===== src/rtl/gate_xfer_pkg.sv =====
package gate_xfer_pkg;
  localparam int PL_W = 2;

  typedef enum logic [1:0] {
    CAUSE_NONE   = 2'd0,
    CAUSE_GATE   = 2'd1,
    CAUSE_TARGET = 2'd2,
    CAUSE_COUNT  = 2'd3
  } cause_e;

  typedef enum logic [3:0] {
    ST_IDLE,
    ST_RD_SP,
    ST_RD_SEL,
    ST_PUSH_SEL,
    ST_PUSH_SP,
    ST_CP_RD,
    ST_CP_WR,
    ST_DONE,
    ST_FAULT
  } state_e;
endpackage


===== src/rtl/gate_xfer_chk.sv =====
module gate_xfer_chk
  import gate_xfer_pkg::*;
#(
  parameter int MAX_PARMS = 32,
  parameter int CNT_W     = 6
) (
  input  logic [PL_W-1:0]  cpl_i,
  input  logic [PL_W-1:0]  gate_dpl_i,
  input  logic [PL_W-1:0]  tgt_dpl_i,
  input  logic [CNT_W-1:0] cnt_i,
  output cause_e           cause_o,
  output logic             raise_o
);
  // gate access first, then target direction, then count
  always_comb begin
    cause_o = CAUSE_NONE;
    if (cpl_i > gate_dpl_i)                 cause_o = CAUSE_GATE;
    else if (tgt_dpl_i > cpl_i)             cause_o = CAUSE_TARGET;
    else if (cnt_i > CNT_W'(MAX_PARMS))     cause_o = CAUSE_COUNT;
  end

  assign raise_o = (tgt_dpl_i < cpl_i);
endmodule


===== src/rtl/gate_xfer_ctl.sv =====
module gate_xfer_ctl
  import gate_xfer_pkg::*;
#(
  parameter int XW    = 32,
  parameter int SW    = 16,
  parameter int CNT_W = 6
) (
  input  logic             clk_i,
  input  logic             rst_ni,
  input  logic             start_i,
  input  cause_e           cause_i,
  input  logic             raise_i,
  input  logic [PL_W-1:0]  tgt_dpl_i,
  input  logic [XW-1:0]    entry_i,
  input  logic [SW-1:0]    ss_i,
  input  logic [XW-1:0]    esp_i,
  input  logic [CNT_W-1:0] cnt_i,
  input  logic [XW-1:0]    tss_base_i,
  input  logic             beat_i,
  input  logic [XW-1:0]    rdata_i,
  output state_e           state_o,
  output cause_e           cause_o,
  output logic [PL_W-1:0]  tgt_o,
  output logic [XW-1:0]    eip_o,
  output logic [SW-1:0]    old_ss_o,
  output logic [XW-1:0]    old_esp_o,
  output logic [SW-1:0]    nss_o,
  output logic [XW-1:0]    nesp_o,
  output logic [CNT_W-1:0] cnt_o,
  output logic [XW-1:0]    par_o,
  output logic [XW-1:0]    tss_o
);
  localparam logic [XW-1:0] WORD_B = XW'(4);

  state_e           state_q;
  cause_e           cause_q;
  logic [PL_W-1:0]  tgt_q;
  logic [XW-1:0]    eip_q, old_esp_q, nesp_q, par_q, tss_q;
  logic [SW-1:0]    old_ss_q, nss_q;
  logic [CNT_W-1:0] cnt_q;

  always_ff @(posedge clk_i or negedge rst_ni) begin
    if (!rst_ni) begin
      state_q   <= ST_IDLE;
      cause_q   <= CAUSE_NONE;
      tgt_q     <= '0;
      eip_q     <= '0;
      old_esp_q <= '0;
      old_ss_q  <= '0;
      nesp_q    <= '0;
      nss_q     <= '0;
      par_q     <= '0;
      tss_q     <= '0;
      cnt_q     <= '0;
    end else begin
      unique case (state_q)
        ST_IDLE: if (start_i) begin
          tgt_q     <= tgt_dpl_i;
          eip_q     <= entry_i;
          old_ss_q  <= ss_i;
          old_esp_q <= esp_i;
          cnt_q     <= cnt_i;
          tss_q     <= tss_base_i;
          cause_q   <= cause_i;
          if (cause_i != CAUSE_NONE) begin
            state_q <= ST_FAULT;
          end else if (raise_i) begin
            state_q <= ST_RD_SP;
          end else begin
            nss_q   <= ss_i;
            nesp_q  <= esp_i;
            state_q <= ST_DONE;
          end
        end
        ST_RD_SP: if (beat_i) begin
          nesp_q  <= rdata_i;
          state_q <= ST_RD_SEL;
        end
        ST_RD_SEL: if (beat_i) begin
          nss_q   <= rdata_i[SW-1:0];
          state_q <= ST_PUSH_SEL;
        end
        ST_PUSH_SEL: if (beat_i) begin
          nesp_q  <= nesp_q - WORD_B;
          state_q <= ST_PUSH_SP;
        end
        ST_PUSH_SP: if (beat_i) begin
          nesp_q  <= nesp_q - WORD_B;
          state_q <= (cnt_q == '0) ? ST_DONE : ST_CP_RD;
        end
        ST_CP_RD: if (beat_i) begin
          par_q   <= rdata_i;
          state_q <= ST_CP_WR;
        end
        ST_CP_WR: if (beat_i) begin
          nesp_q  <= nesp_q - WORD_B;
          cnt_q   <= cnt_q - CNT_W'(1);
          state_q <= (cnt_q == CNT_W'(1)) ? ST_DONE : ST_CP_RD;
        end
        ST_DONE:  state_q <= ST_IDLE;
        ST_FAULT: state_q <= ST_IDLE;
        default:  state_q <= ST_IDLE;
      endcase
    end
  end

  assign state_o   = state_q;
  assign cause_o   = cause_q;
  assign tgt_o     = tgt_q;
  assign eip_o     = eip_q;
  assign old_ss_o  = old_ss_q;
  assign old_esp_o = old_esp_q;
  assign nss_o     = nss_q;
  assign nesp_o    = nesp_q;
  assign cnt_o     = cnt_q;
  assign par_o     = par_q;
  assign tss_o     = tss_q;
endmodule


===== src/rtl/gate_xfer_mport.sv =====
module gate_xfer_mport
  import gate_xfer_pkg::*;
#(
  parameter int XW    = 32,
  parameter int SW    = 16,
  parameter int CNT_W = 6
) (
  input  state_e           state_i,
  input  logic [PL_W-1:0]  tgt_i,
  input  logic [XW-1:0]    tss_i,
  input  logic [XW-1:0]    nesp_i,
  input  logic [SW-1:0]    old_ss_i,
  input  logic [XW-1:0]    old_esp_i,
  input  logic [CNT_W-1:0] cnt_i,
  input  logic [XW-1:0]    par_i,
  output logic             req_o,
  output logic             we_o,
  output logic [XW-1:0]    addr_o,
  output logic [XW-1:0]    wdata_o
);
  localparam logic [XW-1:0] WORD_B = XW'(4);

  logic [XW-1:0] slot_a;
  logic [XW-1:0] push_a;
  logic [XW-1:0] parm_a;

  // table entry per level: pointer word, then selector word
  assign slot_a = tss_i + (XW'(tgt_i) << 3);
  assign push_a = nesp_i - WORD_B;
  assign parm_a = old_esp_i + (XW'(cnt_i) << 2) - WORD_B;

  always_comb begin
    req_o   = 1'b0;
    we_o    = 1'b0;
    addr_o  = '0;
    wdata_o = '0;
    unique case (state_i)
      ST_RD_SP:    begin req_o = 1'b1; addr_o = slot_a; end
      ST_RD_SEL:   begin req_o = 1'b1; addr_o = slot_a + WORD_B; end
      ST_PUSH_SEL: begin req_o = 1'b1; we_o = 1'b1; addr_o = push_a; wdata_o = XW'(old_ss_i); end
      ST_PUSH_SP:  begin req_o = 1'b1; we_o = 1'b1; addr_o = push_a; wdata_o = old_esp_i; end
      ST_CP_RD:    begin req_o = 1'b1; addr_o = parm_a; end
      ST_CP_WR:    begin req_o = 1'b1; we_o = 1'b1; addr_o = push_a; wdata_o = par_i; end
      default:     ;
    endcase
  end
endmodule


===== src/rtl/gate_xfer_seq.sv =====
module gate_xfer_seq
  import gate_xfer_pkg::*;
#(
  parameter  int XW        = 32,
  parameter  int SW        = 16,
  parameter  int MAX_PARMS = 32,
  localparam int CNT_W     = $clog2(MAX_PARMS + 1)
) (
  input  logic             clk_i,
  input  logic             rst_ni,
  input  logic             start_i,
  input  logic [PL_W-1:0]  cpl_i,
  input  logic [PL_W-1:0]  gate_dpl_i,
  input  logic [PL_W-1:0]  tgt_dpl_i,
  input  logic [XW-1:0]    entry_i,
  input  logic [CNT_W-1:0] parm_cnt_i,
  input  logic [SW-1:0]    ss_i,
  input  logic [XW-1:0]    esp_i,
  input  logic [XW-1:0]    tss_base_i,
  output logic             mem_req_o,
  output logic             mem_we_o,
  output logic [XW-1:0]    mem_addr_o,
  output logic [XW-1:0]    mem_wdata_o,
  input  logic             mem_ready_i,
  input  logic [XW-1:0]    mem_rdata_i,
  output logic             busy_o,
  output logic             done_o,
  output logic             fault_o,
  output logic [1:0]       fault_cause_o,
  output logic [PL_W-1:0]  new_cpl_o,
  output logic [XW-1:0]    new_eip_o,
  output logic [SW-1:0]    new_ss_o,
  output logic [XW-1:0]    new_esp_o
);
  cause_e           chk_cause, cause_q;
  logic             chk_raise;
  state_e           state;
  logic [PL_W-1:0]  tgt_q;
  logic [XW-1:0]    eip_q, old_esp_q, nesp_q, par_q, tss_q;
  logic [SW-1:0]    old_ss_q, nss_q;
  logic [CNT_W-1:0] cnt_q;
  logic             beat;

  assign beat = mem_req_o && mem_ready_i;

  gate_xfer_chk #(.MAX_PARMS(MAX_PARMS), .CNT_W(CNT_W)) u_chk (
    .cpl_i      (cpl_i),
    .gate_dpl_i (gate_dpl_i),
    .tgt_dpl_i  (tgt_dpl_i),
    .cnt_i      (parm_cnt_i),
    .cause_o    (chk_cause),
    .raise_o    (chk_raise)
  );

  gate_xfer_ctl #(.XW(XW), .SW(SW), .CNT_W(CNT_W)) u_ctl (
    .clk_i      (clk_i),
    .rst_ni     (rst_ni),
    .start_i    (start_i),
    .cause_i    (chk_cause),
    .raise_i    (chk_raise),
    .tgt_dpl_i  (tgt_dpl_i),
    .entry_i    (entry_i),
    .ss_i       (ss_i),
    .esp_i      (esp_i),
    .cnt_i      (parm_cnt_i),
    .tss_base_i (tss_base_i),
    .beat_i     (beat),
    .rdata_i    (mem_rdata_i),
    .state_o    (state),
    .cause_o    (cause_q),
    .tgt_o      (tgt_q),
    .eip_o      (eip_q),
    .old_ss_o   (old_ss_q),
    .old_esp_o  (old_esp_q),
    .nss_o      (nss_q),
    .nesp_o     (nesp_q),
    .cnt_o      (cnt_q),
    .par_o      (par_q),
    .tss_o      (tss_q)
  );

  gate_xfer_mport #(.XW(XW), .SW(SW), .CNT_W(CNT_W)) u_mport (
    .state_i   (state),
    .tgt_i     (tgt_q),
    .tss_i     (tss_q),
    .nesp_i    (nesp_q),
    .old_ss_i  (old_ss_q),
    .old_esp_i (old_esp_q),
    .cnt_i     (cnt_q),
    .par_i     (par_q),
    .req_o     (mem_req_o),
    .we_o      (mem_we_o),
    .addr_o    (mem_addr_o),
    .wdata_o   (mem_wdata_o)
  );

  assign busy_o        = (state != ST_IDLE);
  assign done_o        = (state == ST_DONE);
  assign fault_o       = (state == ST_FAULT);
  assign fault_cause_o = cause_q;
  assign new_cpl_o     = tgt_q;
  assign new_eip_o     = eip_q;
  assign new_ss_o      = nss_q;
  assign new_esp_o     = nesp_q;
endmodule


===== config.mk =====
export PLATFORM = sky130hd
export DESIGN_NAME = gate_xfer_seq
export DESIGN_NICKNAME = d
export VERILOG_FILES = /design/src/rtl/gate_xfer_pkg.sv /design/src/rtl/gate_xfer_chk.sv /design/src/rtl/gate_xfer_ctl.sv /design/src/rtl/gate_xfer_mport.sv /design/src/rtl/gate_xfer_seq.sv
export SDC_FILE = /design/constraint.sdc
export NUM_CORES = 1
export LEC_CHECK = 0
export ABC_AREA = 1
export BUFFER_PORTS_ARGS = -buffer_cell sky130_fd_sc_hd__buf_2
export CORE_AREA = 2 2 193 195
export CTS_CLUSTER_DIAMETER = 60
export CTS_CLUSTER_SIZE = 8
export DETAILED_ROUTE_END_ITERATION = 16
export DIE_AREA = 0 0 195 197
export PLACE_DENSITY = 0.65
export SETUP_SLACK_MARGIN = 0.15
export SYNTH_ARGS = -nofsm -noshare
export SYNTH_HDL_FRONTEND = slang
export SYNTH_SLANG_ARGS = --single-unit

===== constraint.sdc =====
create_clock -name clk_i -period 4 [get_ports clk_i]
set_input_delay 0.6 -clock clk_i [delete_from_list [all_inputs] [get_ports clk_i]]
set_output_delay 0.6 -clock clk_i [all_outputs]
set_load 0.05 [all_outputs]

== After elaboration in Yosys (flattened, before gate mapping) ==
Index checks and enable logic that the tools add are counted.

* Output and inout bits: 153
* Register bits: 206
* Bits of input ports: 160
* Word-level logic and storage cells: 89

* $add $sub $neg: 6
* Equality and inequality tests: 19
* Order comparisons: 4
* Reductions and logical operators: 16
* Multiplexer cells: 33

{| class="wikitable"
|+ Operators with widths
! cell !! count
|-
| $pmux 32 s3 || 2
|-
| $mux 32 || 5
|-
| $pmux 32 s4 || 1
|-
| $mux 16 || 4
|-
| $sub 32x3->32 const B || 2
|-
| $add 32x3->32 const B || 1
|-
| $add 32x5->32 || 1
|-
| $add 32x8->32 || 1
|-
| $mux 4 || 8
|-
| $pmux 16 s2 || 1
|-
| $pmux 4 s7 || 1
|-
| $ne 2x2->1 const B || 9
|-
| $eq 4x3->1 const B || 4
|-
| $mux 6 || 2
|-
| $pmux 6 s2 || 1
|-
| $mux 2 || 5
|-
| $eq 4x2->1 const B || 2
|-
| $reduce_and 7->1 || 1
|-
| $eq 6x1->1 const B || 1
|-
| $gt 6x6->1 const B || 1
|-
| $logic_not 6->1 || 1
|-
| $reduce_and 6->1 || 1
|-
| $reduce_bool 2->1 || 3
|-
| $reduce_or 6->1 || 1
|-
| other kinds (16) || 19
|}

== Depth between registers and ports, before layout ==
* Depth after elaboration: 8
* Depth in mapped cells: 19
* Gate-level depth less buffers: 19

== By module ==
A second synthesis with hierarchy kept.

* Cell total of the unflattened synthesis: 2293
* Area total of the unflattened synthesis: 15781.4 um2

{| class="wikitable"
|+ By module, submodules not included
! module !! seq. area each (um2) !! cells an instance !! times used !! area each (um2)
|-
| gate_xfer_ctl || 5154.9 || 1048 || 1 || 9610.5
|-
| gate_xfer_mport || 0.0 || 1200 || 1 || 5954.5
|-
| gate_xfer_chk || 0.0 || 30 || 1 || 160.2
|-
| gate_xfer_seq || 0.0 || 15 || 1 || 56.3
|}

== Least setup slack after synthesis ==
No wires, ideal clock.

* Path type: flip-flop to output port
* From: reg u_ctl.tgt_q[0], in the netlist u_ctl.tgt_o[0]
* To: out mem_addr_o[14]
* Path buffers: 0
* Arrival: 3.234 ns
* Cell stages (with the launch flop): 15
* Data required time: 3.400 ns
* Path slack: 0.166 ns
* Cells stage by stage: dfrtp_1 -> ha_1 -> inv_1 -> fa_1 -> inv_1 -> nand3_1 -> nor2_4 -> nand2_1 -> inv_1 -> nand2_1 -> nand2_1 -> nand3_1 -> nor3_2 -> xor2_1 -> o21ai_1

* Longest elaborated chain between the ends: 3

{| class="wikitable"
|+ RTL lines
! item !! RTL line !! source
|-
| from (decl) || gate_xfer_ctl.sv:37 || <nowiki>logic [PL_W-1:0] tgt_q;</nowiki>
|-
| from (signal assigned) || gate_xfer_ctl.sv:58 || <nowiki>tgt_q <= tgt_dpl_i;</nowiki>
|-
| $add 32x5->32 * || gate_xfer_mport.sv:28 || <nowiki>assign slot_a = tss_i + (XW'(tgt_i) << 3);</nowiki>
|-
| $add 32x3->32 || gate_xfer_mport.sv:39 || <nowiki>ST_RD_SEL: begin req_o = 1'b1; addr_o = slot_a + WORD_B; end</nowiki>
|-
| $pmux 32 s4 * || gate_xfer_mport.sv:37 || <nowiki>unique case (state_i)</nowiki>
|-
| to (decl) || gate_xfer_seq.sv:22 || <nowiki>output logic [XW-1:0] mem_addr_o,</nowiki>
|}

Every way passes the cells marked *; elsewhere a longest branch is shown, timed or not.

== Worst setup path after layout ==
Ends and elaborated chain as after synthesis.

==> impl_metrics.csv <==
group,metric,value,unit
routing,wl_per_cell,19.1,µm
worst_setup_path,worstPathMaxFanout,7,
cells_and_area,drive_gt1_share,26.2,%
routing,ant_nets,0,
floorplanning,num_rows,70,
cells_and_area,layout.cells.non_filler,3017,
worst_setup_path,end_kind,"output port",
yosys,ys_ff_latch,206,
worst_setup_path,crit_required,3.40,ns
power_and_ir_drop,ir_worst_vdd,0.524,mV
sta,setup_viol,0,
yosys,async_flop_share,100,%
place,dp_slack,0.259,ns
routing,drcViolationCount,0,
grt,grt_start_max_net_pins,97,
job,cap_violations,0,
sta,fin_crit_sh,96.0,%
sta,hold_slack,0.106,ns
grt,grt_pass1_wl,87.5,mm
routing,via_per_inst,5.33,
floorplanning,core,36300,µm²
sta,slew_viol_final,0,
yosys,synth_top_area_share,35.8,%
place,io_buffers,312,
routing,routed_wl,57.5,mm
routing,dr_total_vias,16100,
place,place_inst,2925,
cells_and_area,layout.nets,2745,
yosys,synth.avg_cell_area,6.58,µm²
yosys,synth_nets,2394,
worst_setup_path,crit_arrival,3.24,ns
sta,tns,0,ns
cts,postCtsHoldBufs,0,
sta,rsz0062_at_grt,"true",
floorplanning,start_util,39.7,%
yosys,synthCells,2188,
cells_and_area,fin_util,51.7,%
cts,cts_root_buffer,"clkbuf_16",
place,place_congestion,0.946,
yosys,synthTopCellsByArea,"dfrtp_1 36%, nand2_1 19%, o21ai_0 7.2%",
cts,cts_tree,"done",
sta,hold_viol_final,0,
routing,first_pass_iters,5,
power_and_ir_drop,pwr-share-clk,13.8,%
yosys,ys.warnings.count,0,
place,dp_hpwl,44.2,mm
grt,grt_usage,29.4,%
cts,cts.clk_slew.worst_paths,0.05,ns
power_and_ir_drop,p_switching,11.4,mW
yosys,synth_ff_type,"dfrtp_1",
hold_path,hold_path.class,"in -> async",
floorplanning,dieArea,38400,µm²
cts,cts_sinks,206,
yosys,synthDistinctLibCells,48,
floorplanning,die_x,195,µm
yosys,synth.most_common_cell,"nand2_1",
sta,fin_skew,0.0180,ns
sta,fin_crit,3.84,ns
cells_and_area,synthToLayoutAreaGrowth,30.2,%
power_and_ir_drop,power.density,1070,nW/µm²
yosys,synth.largest_area_cell,"dfrtp_1",
cells_and_area,diodes,0,
cells_and_area,fillers,3810,
sta,setup_slack,0.161,ns
power_and_ir_drop,p_int,8.71,mW
power_and_ir_drop,seq_power_share,19.8,%
grt,grt_antenna_before_repair,1,
power_and_ir_drop,p_leak,9.43,nW
cts,cts_buffers,35,
outcome,status,"complete, no violations",
yosys,synth_area,14400,µm²
cts,cts_max_path_buffers,3,
grt,grt.overflow.total,0,
sta,fmax,260,MHz
yosys,synth_commonest_cells,"746 x nand2_1, 272 x inv_1, 207 x o21ai_0, 206 x dfrtp_1, 185 x nor2_1",
sta,tightest_slew,1.22,ns
worst_setup_path,crit_path_start_kind,"flip-flop",
power_and_ir_drop,power.share.combinational,66.4,%
worst_setup_path,critPathKind,"reg -> out",
routing,initialDrtViolationCount,1225,
floorplanning,io_pins,313,
yosys,ys_seq_area_share,35.8,%
cts,clk_latency,0.54,ns
yosys,synth_edf_count,0,
grt,grt_pass1_vias,15600,
cts,h-tree-depth,2,
sta,slew_headroom,18.5,%
floorplanning,die_h,197,µm
power_and_ir_drop,p_sw_share,56.7,%
-- metrics by stage --
stage	cell area, µm²	power [mW]
4_1_cts	18000	19.1
6_report	18700	20.1
2_1_floorplan	14400	12.1
5_1_grt	18700	21.5
3_3_place_gp	16500	15.5
3_5_place_dp	16500	15.6
-- power by group through the flow --
stage / Combinational, mW / Clock (mW) / Sequential, mW
2_1_floorplan: 7.02 / 0 / 5.12
6_report: 13.3 / 2.77 / 3.99
4_1_cts: 12.4 / 2.82 / 3.95
3_3_place_gp: 11.5 / 0 / 3.94
5_1_grt: 14.5 / 2.90 / 4.11
3_5_place_dp: 11.6 / 0 / 3.96
-- critical path: stages, from the launching register on --
cell,delay [ns]
dfrtp_1,0.39
ha_4,0.18
inv_2,0.04
fa_2,0.40
inv_2,0.12
nand3_4,0.09
nor2_4,0.18
nand2_2,0.10
inv_2,0.11
nand2_2,0.05
nand2_2,0.10
nand3_4,0.10
nor3_4,0.31
xor2_1,0.13
o21ai_2,0.22
buf_6,0.19
-- worst paths after layout --
kind	start	to	slack, ns	cells after the start
worst min-delay path	rst_ni	u_ctl.eip_o[4]	0.11	1
worst max register to register	u_ctl.state_o[3]	u_ctl.cnt_o[2]	1.21	9
worst max-delay path	u_ctl.tgt_o[0]	mem_addr_o[14]	0.16	15
min in group clk_i	entry_i[22]	u_ctl.eip_o[22]	0.25	3
max in group asynchronous	rst_ni	u_ctl.nesp_o[21]	3.07	2
worst min register to register	u_ctl.eip_o[29]	u_ctl.eip_o[29]	0.47	2
-- routing by layer --
metal	wire length, µm	track usage [%]	vias up
met2	26200	47.4	620
met5	11	0	-
met3	3830	5.12	126
li1	-	-	7760
met1	24800	38.4	7584
met4	2700	14.2	2
-- what timing repair did --
action,4_1_cts,5_1_grt
resized for setup,111,150
buffers inserted,20,24
endpoints found under the setup margin,24,26
pin swaps,22,62
hold endpoints to repair,0,0
cloned,0,1
-- cell type report --
cell class / instances / area (µm²) / area share [%]
flip-flops and latches: 206 / 5150 / 27.5
clock inverters: 8 / 93.8 / 0.501
multi-input cells: 1627 / 8590 / 45.8
inverters: 287 / 1090 / 5.80
well taps: 468 / 586 / 3.13
clock buffers: 39 / 921 / 4.92
repair buffers: 382 / 2310 / 12.3
-- state kept, by name, indices dropped and copies added (netlist names) --
signal and flops:
u_ctl.eip_o 32, u_ctl.nss_o 16, u_ctl.state_o 4, u_ctl.cnt_o 6, u_ctl.old_ss_o 16, u_ctl.old_esp_o 32, u_ctl.tgt_o 2, u_ctl.tss_o 32
u_ctl.nesp_o 32, u_ctl.cause_o 2, u_ctl.par_o 32
-- logic make-up after synthesis --
group,synth area share [%]
AOI/OAI and AO/OA,15.7
xor gates and xnor gates,0.608
DFF,35.8
and+or+nand+nor,34.2
adders and majority gates,4.10
muxes,0.0782
buffers and inverters,9.47
-- layout by cell type (no fill, tap or decap), types with 35 or more instances in the layout --
| master | n |
|---|---|
| a21oi_1 | 61 |
| buf_2 | 288 |
| buf_4 | 65 |
| clkbuf_16 | 35 |
| dfrtp_1 | 206 |
| ha_1 | 36 |
| inv_1 | 250 |
| nand2_1 | 702 |
| nand2_2 | 59 |
| nand3_1 | 106 |
| nor2_1 | 156 |
| o21ai_0 | 194 |
Power figures use the tool's default switching activity.
